$ cat config.mk
export PLATFORM = sky130hd
export DESIGN_NAME = gpio_irq_unit
export DESIGN_NICKNAME = d
export VERILOG_FILES = /design/src/rtl/gpio_irq_pkg.sv /design/src/rtl/pad_sync.sv /design/src/rtl/trig_detect.sv /design/src/rtl/stat_bank.sv /design/src/rtl/gpio_irq_unit.sv
export SDC_FILE = /design/constraint.sdc
export NUM_CORES = 1
export LEC_CHECK = 0
export ABC_AREA = 1
export ABC_CLOCK_PERIOD_IN_PS = 1200
export BUFFER_PORTS_ARGS = -buffer_cell sky130_fd_sc_hd__buf_2
export CORE_UTILIZATION = 48
export CTS_CLUSTER_SIZE = 16
export DETAILED_ROUTE_END_ITERATION = 8
export GPL_ROUTABILITY_DRIVEN = 1
export PLACE_DENSITY = 0.78
export SETUP_SLACK_MARGIN = 0.15
export SYNTH_ARGS = -nofsm -noshare
export SYNTH_HDL_FRONTEND = slang
export SYNTH_SLANG_ARGS = --single-unit
$ cat constraint.sdc
create_clock -name clk -period 1.2 [get_ports clk]
set_input_delay 0.06 -clock clk [delete_from_list [all_inputs] [get_ports clk]]
set_output_delay 0.06 -clock clk [all_outputs]
set_load 0.05 [all_outputs]
$ cat src/rtl/gpio_irq_pkg.sv
package gpio_irq_pkg;

    localparam int WORD_W = 32;

    typedef struct packed {
        logic level;
        logic pos;
        logic neg;
    } trig_cfg_t;

    // Number of 32-bit status words needed for a pad count.
    function automatic int word_count(input int pads);
        return (pads + WORD_W - 1) / WORD_W;
    endfunction

    // Event for one pad, given its trigger setting, current and previous level.
    function automatic logic pad_event(input trig_cfg_t cfg, input logic cur, input logic prv);
        logic ev;
        if (cfg.level)
            ev = (cfg.pos & cur) | (cfg.neg & ~cur);
        else
            ev = (cfg.pos & cur & ~prv) | (cfg.neg & ~cur & prv);
        return ev;
    endfunction

endpackage

$ cat src/rtl/pad_sync.sv
module pad_sync #(
    parameter int NUM_PADS = 40
) (
    input  logic                clk,
    input  logic                rst,
    input  logic [NUM_PADS-1:0] raw,
    output logic [NUM_PADS-1:0] cur,
    output logic [NUM_PADS-1:0] prv
);
    logic [NUM_PADS-1:0] meta;

    always_ff @(posedge clk) begin
        if (rst) begin
            meta <= '0;
            cur  <= '0;
            prv  <= '0;
        end else begin
            meta <= raw;
            cur  <= meta;
            prv  <= cur;
        end
    end
endmodule

$ cat src/rtl/trig_detect.sv
module trig_detect
    import gpio_irq_pkg::*;
#(
    parameter int NUM_PADS = 40
) (
    input  logic [NUM_PADS-1:0] cur,
    input  logic [NUM_PADS-1:0] prv,
    input  logic [NUM_PADS-1:0] cfg_level,
    input  logic [NUM_PADS-1:0] cfg_pos,
    input  logic [NUM_PADS-1:0] cfg_neg,
    input  logic [NUM_PADS-1:0] excluded,
    output logic [NUM_PADS-1:0] evt
);
    for (genvar p = 0; p < NUM_PADS; p++) begin : g_pad
        trig_cfg_t cfg;
        assign cfg    = '{level: cfg_level[p], pos: cfg_pos[p], neg: cfg_neg[p]};
        assign evt[p] = ~excluded[p] & pad_event(cfg, cur[p], prv[p]);
    end
endmodule

$ cat src/rtl/stat_bank.sv
module stat_bank #(
    parameter int NUM_PADS = 40
) (
    input  logic                clk,
    input  logic                rst,
    input  logic [NUM_PADS-1:0] evt,
    input  logic [NUM_PADS-1:0] clr,
    output logic [NUM_PADS-1:0] stat
);
    always_ff @(posedge clk) begin
        if (rst) stat <= '0;
        else     stat <= (stat & ~clr) | evt;
    end

    // an event in the same cycle as a clear leaves the bit set
    a_r9_event_wins: assert property (@(posedge clk) disable iff (rst)
        !$past(rst) |-> ((stat & $past(evt)) == $past(evt)));

    // a cleared bit with no competing event reads zero
    a_r8_w1c_clears: assert property (@(posedge clk) disable iff (rst)
        !$past(rst) |-> ((stat & $past(clr & ~evt)) == '0));

    // bits that are neither written with 1 nor hit by an event keep their value
    a_r8_hold: assert property (@(posedge clk) disable iff (rst)
        !$past(rst) |-> (((stat ^ $past(stat)) & $past(~clr & ~evt)) == '0));
endmodule

$ cat src/rtl/gpio_irq_unit.sv
module gpio_irq_unit
    import gpio_irq_pkg::*;
#(
    parameter int          NUM_PADS  = 40,
    parameter int          ADDR_W    = 12,
    parameter logic [11:0] STAT_BASE = 12'h800
) (
    input  logic                clk,
    input  logic                rst,
    input  logic [NUM_PADS-1:0] pad_in,
    input  logic [NUM_PADS-1:0] trig_level,
    input  logic [NUM_PADS-1:0] trig_pos,
    input  logic [NUM_PADS-1:0] trig_neg,
    input  logic [NUM_PADS-1:0] direct_en,
    input  logic [ADDR_W-1:0]   bus_addr,
    input  logic                bus_we,
    input  logic [WORD_W-1:0]   bus_wdata,
    output logic [WORD_W-1:0]   bus_rdata,
    output logic                irq
);
    localparam int NWORDS = word_count(NUM_PADS);
    localparam int PAD_W  = NWORDS * WORD_W;
    localparam logic [ADDR_W-1:0] BASE = ADDR_W'(STAT_BASE);

    logic [NUM_PADS-1:0] cur, prv, evt, clr, stat;

    pad_sync #(.NUM_PADS(NUM_PADS)) u_sync (
        .clk(clk), .rst(rst), .raw(pad_in), .cur(cur), .prv(prv)
    );

    trig_detect #(.NUM_PADS(NUM_PADS)) u_detect (
        .cur(cur), .prv(prv),
        .cfg_level(trig_level), .cfg_pos(trig_pos), .cfg_neg(trig_neg),
        .excluded(direct_en), .evt(evt)
    );

    stat_bank #(.NUM_PADS(NUM_PADS)) u_stat (
        .clk(clk), .rst(rst), .evt(evt), .clr(clr), .stat(stat)
    );

    // Address decode: word-aligned offset from the status base.
    logic [ADDR_W-1:0] off;
    logic [ADDR_W-3:0] widx;
    logic              hit;

    assign off  = bus_addr - BASE;
    assign widx = off[ADDR_W-1:2];
    assign hit  = (bus_addr >= BASE) && (off[1:0] == 2'b00) && (int'(widx) < NWORDS);

    // Per-pad clear strobe from the addressed word.
    for (genvar p = 0; p < NUM_PADS; p++) begin : g_clr
        localparam int WI = p / WORD_W;
        localparam int BI = p % WORD_W;
        assign clr[p] = bus_we && hit && (int'(widx) == WI) && bus_wdata[BI];
    end

    // Word view of the status vector, padded to whole words.
    logic [PAD_W-1:0]  stat_pad;
    logic [WORD_W-1:0] words [NWORDS];

    assign stat_pad = PAD_W'(stat);
    for (genvar w = 0; w < NWORDS; w++) begin : g_word
        assign words[w] = stat_pad[w*WORD_W +: WORD_W];
    end

    always_comb begin
        bus_rdata = '0;
        for (int w = 0; w < NWORDS; w++)
            if (hit && (int'(widx) == w)) bus_rdata = words[w];
    end

    always_ff @(posedge clk) begin
        if (rst) irq <= 1'b0;
        else     irq <= |stat;
    end

    // irq follows the OR of status one cycle later
    a_r11_irq_follows: assert property (@(posedge clk) disable iff (rst)
        irq == $past(|stat));

    // no status bit rises for a pad excluded by direct mode
    a_r10_direct_quiet: assert property (@(posedge clk) disable iff (rst)
        !$past(rst) |-> (((stat & ~$past(stat)) & $past(direct_en)) == '0));
endmodule

Word level (Yosys, flattened, before mapping)

Cells that the tools add are included.

Register bits after elaboration: 161
Bits of input ports: 247
Output and inout bits: 33
Logic and storage cells: 504

Add/sub/neg operators: 1
Order comparisons: 2
Eq/ne operators: 1
Muxes and demuxes: 42
Bitwise operators: 403
Reduce and logical (&&, ||, !) cells: 50

Operators with widths:

| cell                   | count |
|---|---|
| $and 1x1->1            | 200 |
| $not 1->1              | 120 |
| $or 1x1->1             | 80 |
| $mux 32                | 2 |
| $logic_and 1x1->1      | 47 |
| $and 40x40->40         | 1 |
| $mux 1                 | 40 |
| $not 40->40            | 1 |
| $or 40x40->40          | 1 |
| $reduce_or 40->1       | 1 |
| $ge 12x12->1 const B   | 1 |
| $sub 12x12->12 const B | 1 |
| $eq 10x2->1 const B    | 1 |
| $logic_not 10->1       | 1 |
| $lt 10x2->1 const B    | 1 |
| $logic_not 2->1        | 1 |

Logic depth before layout (Yosys ltp)

Gate-level depths: netlist (run 1).

Word-level depth: 10
Gate-level depth with buffers: 9
Mapped depth without buffers: 8

Modules after synthesis

Synthesis (run 1) repeated with hierarchy kept, for this count alone.

Cell total of the unflattened synthesis: 1230
Area total of the unflattened synthesis: 7773.7 um^2

Modules (own cells, without submodules):

| module        | times used | cells each | area an instance (um^2) | seq. area each (um^2) |
|---|---|---|---|---|
| pad_sync      | 1          | 373        | 3437.0                  | 2402.3 |
| trig_detect   | 1          | 440        | 1851.8                  | 0.0 |
| stat_bank     | 1          | 204        | 1496.4                  | 800.8 |
| gpio_irq_unit | 1          | 213        | 988.4                   | 20.0 |

Worst setup path before layout (run 1)

OpenSTA, ideal clock, no wires.

Path kind: input -> output
Start point: input port bus_addr[6]
End point: output port bus_rdata[0]
Data arrival time: 1.397 ns
Data required time: 1.140 ns
Path slack: -0.257 ns
Stages on the path: 5
Buffers on the path: 0
Path through: inv_1 > nand2_1 > nor2_1 > nand3_4 > o22ai_1

Longest elaborated chain between the ends: 6
Elaborated cells on any way between the ends: 11
Classes of those cells: add/sub: 1; order compare: 2; eq/ne: 1; mux: 2; reduce/logical: 5

Ends and longest elaborated chain:

| element                                          | RTL line                                 | source |
|---|---|---|
| start: declaration                               | gpio_irq_unit.sv:15                      | `input logic [ADDR_W-1:0] bus_addr,` |
| $sub 12x12->12 or $ge 12x12->1 (tied branches)   | gpio_irq_unit.sv:46, gpio_irq_unit.sv:48 |  |
| $lt 10x2->1 or $logic_and 1x1->1 (tied branches) | gpio_irq_unit.sv:48                      | `assign hit = (bus_addr >= BASE) && (off[1:0] == 2'b00) && (int'(widx) < NWORDS);` |
| $logic_and 1x1->1                                | gpio_irq_unit.sv:48                      |  |
| $logic_and 1x1->1                                | gpio_irq_unit.sv:69                      | `if (hit && (int'(widx) == w)) bus_rdata = words[w];` |
| $mux 32                                          | gpio_irq_unit.sv:69                      |  |
| $mux 32 (*)                                      | gpio_irq_unit.sv:69                      |  |
| end: declaration                                 | gpio_irq_unit.sv:18                      | `output logic [WORD_W-1:0] bus_rdata,` |

Mark *: on every way between the ends. The rest lies on a longest branch, timed or not.

Worst setup path after layout (run 1)

Start point: input port bus_addr[9]
End point: register u_stat.stat[19]

Longest elaborated chain between the ends: 9
Elaborated cells on any way between the ends: 12
Classes of those cells: add/sub: 1; order compare: 2; bitwise: 3; reduce/logical: 6

Ends and longest elaborated chain:

| element                                          | RTL line                                 | source |
|---|---|---|
| $sub 12x12->12 or $ge 12x12->1 (tied branches)   | gpio_irq_unit.sv:46, gpio_irq_unit.sv:48 |  |
| $lt 10x2->1 or $logic_and 1x1->1 (tied branches) | gpio_irq_unit.sv:48                      |  |
| $logic_and 1x1->1                                | gpio_irq_unit.sv:48                      |  |
| $logic_and 1x1->1                                | gpio_irq_unit.sv:54                      | `assign clr[p] = bus_we && hit && (int'(widx) == WI) && bus_wdata[BI];` |
| $logic_and 1x1->1 (*) (2 in a row)               | gpio_irq_unit.sv:54                      |  |
| $not 40->40 (*)                                  | stat_bank.sv:12                          | `else stat <= (stat & ~clr) \| evt;` |
| $and 40x40->40 (*)                               | stat_bank.sv:12                          |  |
| $or 40x40->40 (*)                                | stat_bank.sv:12                          |  |
| end signal: assignment                           | stat_bank.sv:12                          |  |
| end: declaration                                 | stat_bank.sv:8                           | `output logic [NUM_PADS-1:0] stat` |

Marks and branches as above.
A chain may end at the register's enable or synchronous reset.

==> flow_metrics.env, run 1 <==
export IMPL_status="finished, violations left"
export IMPL_violations="setup timing"
export IMPL_maxCapViolCount=0
export IMPL_ir_drop_mv=1.12
export IMPL_die_h_um=120
export IMPL_cp_required_ns=1.51
export IMPL_switching_share_pct=24.8
export IMPL_die_area_sq_um=14300
export IMPL_cp_end_kind="flip-flop"
export IMPL_intPower_uw=10400
export IMPL_p_clk_share_pct=44.3
export IMPL_slew_violations=0
export IMPL_whs_ns=0.0124
export IMPL_r2r_slack_ns=-0.03
export IMPL_finClkSkew_ns=0.00497
export IMPL_grt_pass1_vias=8305
export IMPL_portBuffers=279
export IMPL_cts_root_buf="clkbuf_16"
export IMPL_finalHoldViolations=0
export IMPL_power_density_nw_per_um2=1230
export IMPL_tightest_slew_ns=0.464
export IMPL_ys_seq_elements=161
export IMPL_rsz0062_at_grt="true"
export IMPL_syn2layout_area_growth_pct=68.7
export IMPL_combPwrFrac_pct=13.8
export IMPL_drtIter0Drc=829
export IMPL_cp_start_kind="input port"
export IMPL_grt_start_max_net_pins=56
export IMPL_die_x_um=120
export IMPL_cts_path_max_buffers=2
export IMPL_final_common_cell="buf_2"
export IMPL_switching_power_uw=3410
export IMPL_critical_path_arrival_ns=1.91
export IMPL_layout_nets=1599
export IMPL_final_setup_viol_count=73
export IMPL_place_ws_ns=-0.265
export IMPL_hpwlAfterDp_um=14100
export IMPL_pwr_share_seq_pct=41.9
export IMPL_antenna_found_initial=1
export IMPL_drc_errors=0
export IMPL_cts_tree="yes"
export IMPL_io_pin_count=280
export IMPL_viasPerCell=5.36
export IMPL_vias=8267
export IMPL_p_leak_uw=0.00507
export IMPL_clk_latency_ns=0.42
export IMPL_wl_per_cell_um=18.1
export IMPL_placed_cell_area_sq_um=8850
export IMPL_start_util_pct=49.7
export IMPL_fin_total_pwr_uw=13800
export IMPL_core_area_sq_um=13400
export IMPL_crit_fanout=8
export IMPL_hold_path_class="input port to flip-flop"
export IMPL_grt_usage_pct=36.2
export IMPL_tns_ns=-15.37
export IMPL_synthesis_area_sq_um=6660
export IMPL_htree_num_levels=4
export IMPL_synth_avg_cell_area_sq_um=7.31
export IMPL_synth_warnings=0
export IMPL_crit_type="input port to flip-flop"
export IMPL_cts_made_buffers=17
export IMPL_synthDistinctLibCells=21
export IMPL_cts_sinks=161
export IMPL_rows=42
export IMPL_grt_pass1_wl_um=40100
export IMPL_final_cell_mix="buf_2 (241), inv_1 (236), dfxtp_1 (140), nor2_1 (123), dlygate4sd3_1 (116)"
export IMPL_path_clk_slew_ns=0.06
export IMPL_yosysTopAreaCell="dfxtp_1"
export IMPL_synthTopCellsByArea="dfxtp_1 (48%), inv_1 (14%), nor2_1 (8.4%)"
export IMPL_relSlewSlack_pct=69.0
export IMPL_seq_area_frac_synth_pct=48.4
export IMPL_fin_crit_ns=1.61
export IMPL_gp_congestion=0.892
export IMPL_fmax_ghz=0.623
export IMPL_grt_ovfl_total=0
export IMPL_final_area_sq_um=11200
export IMPL_finalWorstSetupSlack_ns=-0.406
export IMPL_fin_crit_sh_pct=134
export IMPL_synth_cells=910
export IMPL_drive_above_1_share_pct=34.1
export IMPL_synth_top_cell_area_share_pct=48.4
export IMPL_wl_um=27900
export IMPL_synthesis_nets=1157
export IMPL_drtAntennaViolNets=0
export IMPL_firstDrtPassIters=8
power groups by stage:
stage | Combinational [uW] | Clock [uW] | Sequential [uW]
2_1_floorplan | 609 | 0 | 5810
3_3_place_gp | 1310 | 0 | 5830
3_5_place_dp | 1340 | 0 | 5840
4_1_cts | 1710 | 6090 | 5730
5_1_grt | 2030 | 6360 | 5780
6_report | 1900 | 6100 | 5770
routing by layer:
layer | track usage [%] | part of all wire (%)
met1 | 36.3 | 34
met2 | 64.1 | 49
met3 | 11.2 | 10
met4 | 24.4 | 6.5
met5 | 0 | 0
cell families after synthesis:
kind of cell,count (synthesis),synth area share [%]
buffers and inverters,283,17.1
DFF,161,48.4
and+or+nand+nor,298,19.7
AOI/OAI and AO/OA,168,14.8
repair_timing:
item,4_1_cts,5_1_grt
setup endpoints to repair,34,74
pin swaps,12,12
hold buffers,116,1
gates cloned,0,3
hold endpoints to repair,86,1
resized for setup,109,30
buffers inserted,8,1
sequential cells by signal, indices dropped and copies added (netlist names):
name         flops
u_sync.cur      40
irq              1
u_sync.meta     40
u_stat.stat     40
u_sync.prv      40
stage by stage:
step	cells	util [%]
CTS	1537	82.3
detailed placement	1381	66.0
floorplan	910	-
finish	1543	83.8
global route	1542	83.8
global placement	1381	66.0
synthesized netlist by cell type:
cell type  count
dfxtp_1      161
nand4_1       46
nor2_2         2
nor3_1         3
buf_6          7
nor4_1         4
clkbuf_1       8
o22ai_2        6
nand3_1        4
nand2_1       85
o21ai_0       80
nor2_4         2
nor2_1       149
a21oi_1       40
buf_2         17
inv_1        250
nand3_4        2
o211ai_1      40
o22ai_1        2
inv_2          1
nand4_2        1
cell type report:
class	count	area, sq um
timing repair buffer	455	3490
sequential	161	3250
multi-input combinational	466	2630
fill	654	2170
inverter	251	962
clock buffer	18	439
clock inverter	14	229
tap	176	220
antenna	2	5.00
final timing paths:
check / cells after the start / to / from
setup / recovery: 18 / u_stat.stat[19] / bus_addr[9]
hold / removal: 5 / u_stat.stat[30] / trig_neg[30]
setup reg to reg: 6 / irq / u_stat.stat[21]
hold reg to reg: 2 / u_sync.cur[35] / u_sync.meta[35]
critical path, cell delays in order:
cell and delay, ns:
buf_6 0.10, inv_4 0.06, buf_6 0.13, buf_6 0.10, buf_6 0.08, buf_6 0.08
buf_6 0.08, buf_6 0.09, buf_6 0.08, nand2_2 0.04, nor2_2 0.11, nand2_2 0.09
nor2_4 0.16, buf_12 0.15, buf_12 0.13, nand4_1 0.10, nand2_1 0.16, a21oi_2 0.09
Power figures use the tool's default switching activity.
==> run 2: changes to the inputs <==
--- a/config.mk
+++ b/config.mk
@@ -8,11 +8,13 @@
 export ABC_AREA = 1
 export ABC_CLOCK_PERIOD_IN_PS = 1200
 export BUFFER_PORTS_ARGS = -buffer_cell sky130_fd_sc_hd__buf_2
-export CORE_UTILIZATION = 48
+export CORE_MARGIN = 4
+export CORE_UTILIZATION = 50
+export CTS_BUF_LIST = sky130_fd_sc_hd__clkbuf_8
 export CTS_CLUSTER_SIZE = 16
 export DETAILED_ROUTE_END_ITERATION = 8
 export GPL_ROUTABILITY_DRIVEN = 1
-export PLACE_DENSITY = 0.78
+export PLACE_DENSITY = 0.81
 export SETUP_SLACK_MARGIN = 0.15
 export SYNTH_ARGS = -nofsm -noshare
 export SYNTH_HDL_FRONTEND = slang
==> flow_metrics.env, run 2 (same netlist as run 1, synthesis figures left out) <==
export IMPL_die_h_um=123
export IMPL_portBuffers=279
export IMPL_ir_drop_mv=0.795
export IMPL_wl_per_cell_um=22.0
export IMPL_hpwlAfterDp_um=15200
export IMPL_status="finished, violations left"
export IMPL_cp_required_ns=1.14
export IMPL_min_from="trig_pos[8]"
export IMPL_relSlewSlack_pct=69.7
export IMPL_cts_path_max_buffers=2
export IMPL_syn2layout_area_growth_pct=72.2
export IMPL_fin_crit_ns=1.49
export IMPL_core_area_sq_um=12800
export IMPL_final_common_cell="buf_2"
export IMPL_vias=9037
export IMPL_die_area_sq_um=15200
export IMPL_finalHoldViolations=0
export IMPL_viasPerCell=5.70
export IMPL_worstPathCellList="buf_6 -> inv_2 -> nand4_1 -> nor2_4 -> nand3_4 -> buf_6 -> buf_6 -> nor2_4 -> buf_8"
export IMPL_final_setup_viol_count=41
export IMPL_power_density_nw_per_um2=1030
export IMPL_cts_made_buffers=17
export IMPL_path_clk_slew_ns=0.08
export IMPL_cp_end_kind="output pin"
export IMPL_cts_sinks=161
export IMPL_grt_ovfl_total=0
export IMPL_drtAntennaViolNets=0
export IMPL_clk_latency_ns=0.46
export IMPL_cp_start_kind="input port"
export IMPL_final_area_sq_um=11500
export IMPL_tns_ns=-8.69
export IMPL_cpPeakStageDelay_ns=0.21
export IMPL_htree_num_levels=4
export IMPL_layout_nets=1642
export IMPL_crit_fanout=4
export IMPL_gp_congestion=0.849
export IMPL_place_ws_ns=-0.250
export IMPL_io_pin_count=280
export IMPL_fin_crit_sh_pct=124
export IMPL_grt_pass1_vias=9051
export IMPL_start_util_pct=51.9
export IMPL_finalWorstSetupSlack_ns=-0.290
export IMPL_grt_usage_pct=39.2
export IMPL_rsz0062_at_grt="true"
export IMPL_grt_start_max_net_pins=41
export IMPL_p_leak_uw=0.00518
export IMPL_cts_tree="yes"
export IMPL_crit_start="bus_addr[4]"
export IMPL_die_x_um=123
export IMPL_placed_cell_area_sq_um=8860
export IMPL_violations="setup timing"
export IMPL_hold_path_class="input port to flip-flop"
export IMPL_antenna_found_initial=8
export IMPL_critical_path_arrival_ns=1.43
export IMPL_maxCapViolCount=0
export IMPL_grt_pass1_wl_um=45900
export IMPL_cts_root_buf="clkbuf_8"
export IMPL_finClkSkew_ns=0.0163
export IMPL_whs_ns=0.0220
export IMPL_r2r_start="u_stat.stat[24]"
export IMPL_wl_um=35000
export IMPL_rows=41
export IMPL_slew_violations=0
export IMPL_drc_errors=0
export IMPL_drtIter0Drc=1168
export IMPL_crit_top_cell="buf_6"
export IMPL_tightest_slew_ns=0.454
export IMPL_final_cell_mix="buf_2 (240), inv_1 (239), dlygate4sd3_1 (149), dfxtp_1 (135), nor2_1 (122)"
export IMPL_fmax_ghz=0.671
export IMPL_slowest_stage="nor2_4"
export IMPL_drive_above_1_share_pct=33.3
export IMPL_firstDrtPassIters=8
export IMPL_crit_type="input port to output pin"
==> run 2: changes by cell type in the layout (fill, tap and decap cells not counted), sizes merged <==
cell          before  now
dlygate4sd3      116  149
clkinv             5    2
clkinvlp           1    5
clkbuf            21   24
dlymetal6s4s       0    1
diode              2    6
buf              336  345
bufinv             5    1
==> run 2: per-layer routing <==
metal | global-route usage (%) | part of all wire (%)
met1 | 41.2 | 31
met2 | 66.2 | 45
met3 | 13.0 | 15
met4 | 26.5 | 8.9
met5 | 0 | 0.34
==> run 2: layout make-up <==
type                    instances  area (sq um)
diodes                          6          15.0
clock buffers                  21           289
clock inverters                11           103
fillers                       521          1360
inverters                     251           967
multi-input cells             466          2620
flip-flops and latches        161          3260
well taps                     172           215
repair buffers                498          4000
==> run 2: metrics by stage <==
stage / std cells / power (uW) / util [%]
after floorplan: 910 / 6420 / -
after global placement: 1378 / 7160 / 69.1
final: 1586 / 11800 / 89.4
after global routing: 1586 / 12200 / 89.4
after CTS: 1566 / 11400 / 86.7
after detailed placement: 1378 / 7200 / 69.1
==> run 2: worst paths after layout <==
kind	to	slack (ns)	depth (start not counted)
setup reg to reg	irq	-0.24	6
setup / recovery	bus_rdata[29]	-0.29	9
hold reg to reg	u_sync.cur[12]	0.41	2
hold / removal	u_stat.stat[8]	0.02	5
==> run 2: critical path, delay by kind of cell <==
kind	cells	cell delay [ns]
AND/OR/NAND/NOR	4	0.70
buffers and inverters	5	0.68
==> run 2: where the power goes <==
part | internal, uW | switching [uW]
Clock | 1870 | 2080
Combinational | 1030 | 1070
Sequential | 5600 | 185
Total | 8500 | 3340
==> run 2: repair_timing <==
action | in CTS | in global routing
hold buffers | 150 | 0
setup buffers | 5 | 11
gates cloned | 2 | 3
setup endpoints to repair | 34 | 54
resized for setup | 97 | 68
endpoints found under the hold margin | 83 | 0
pin swaps | 9 | 19
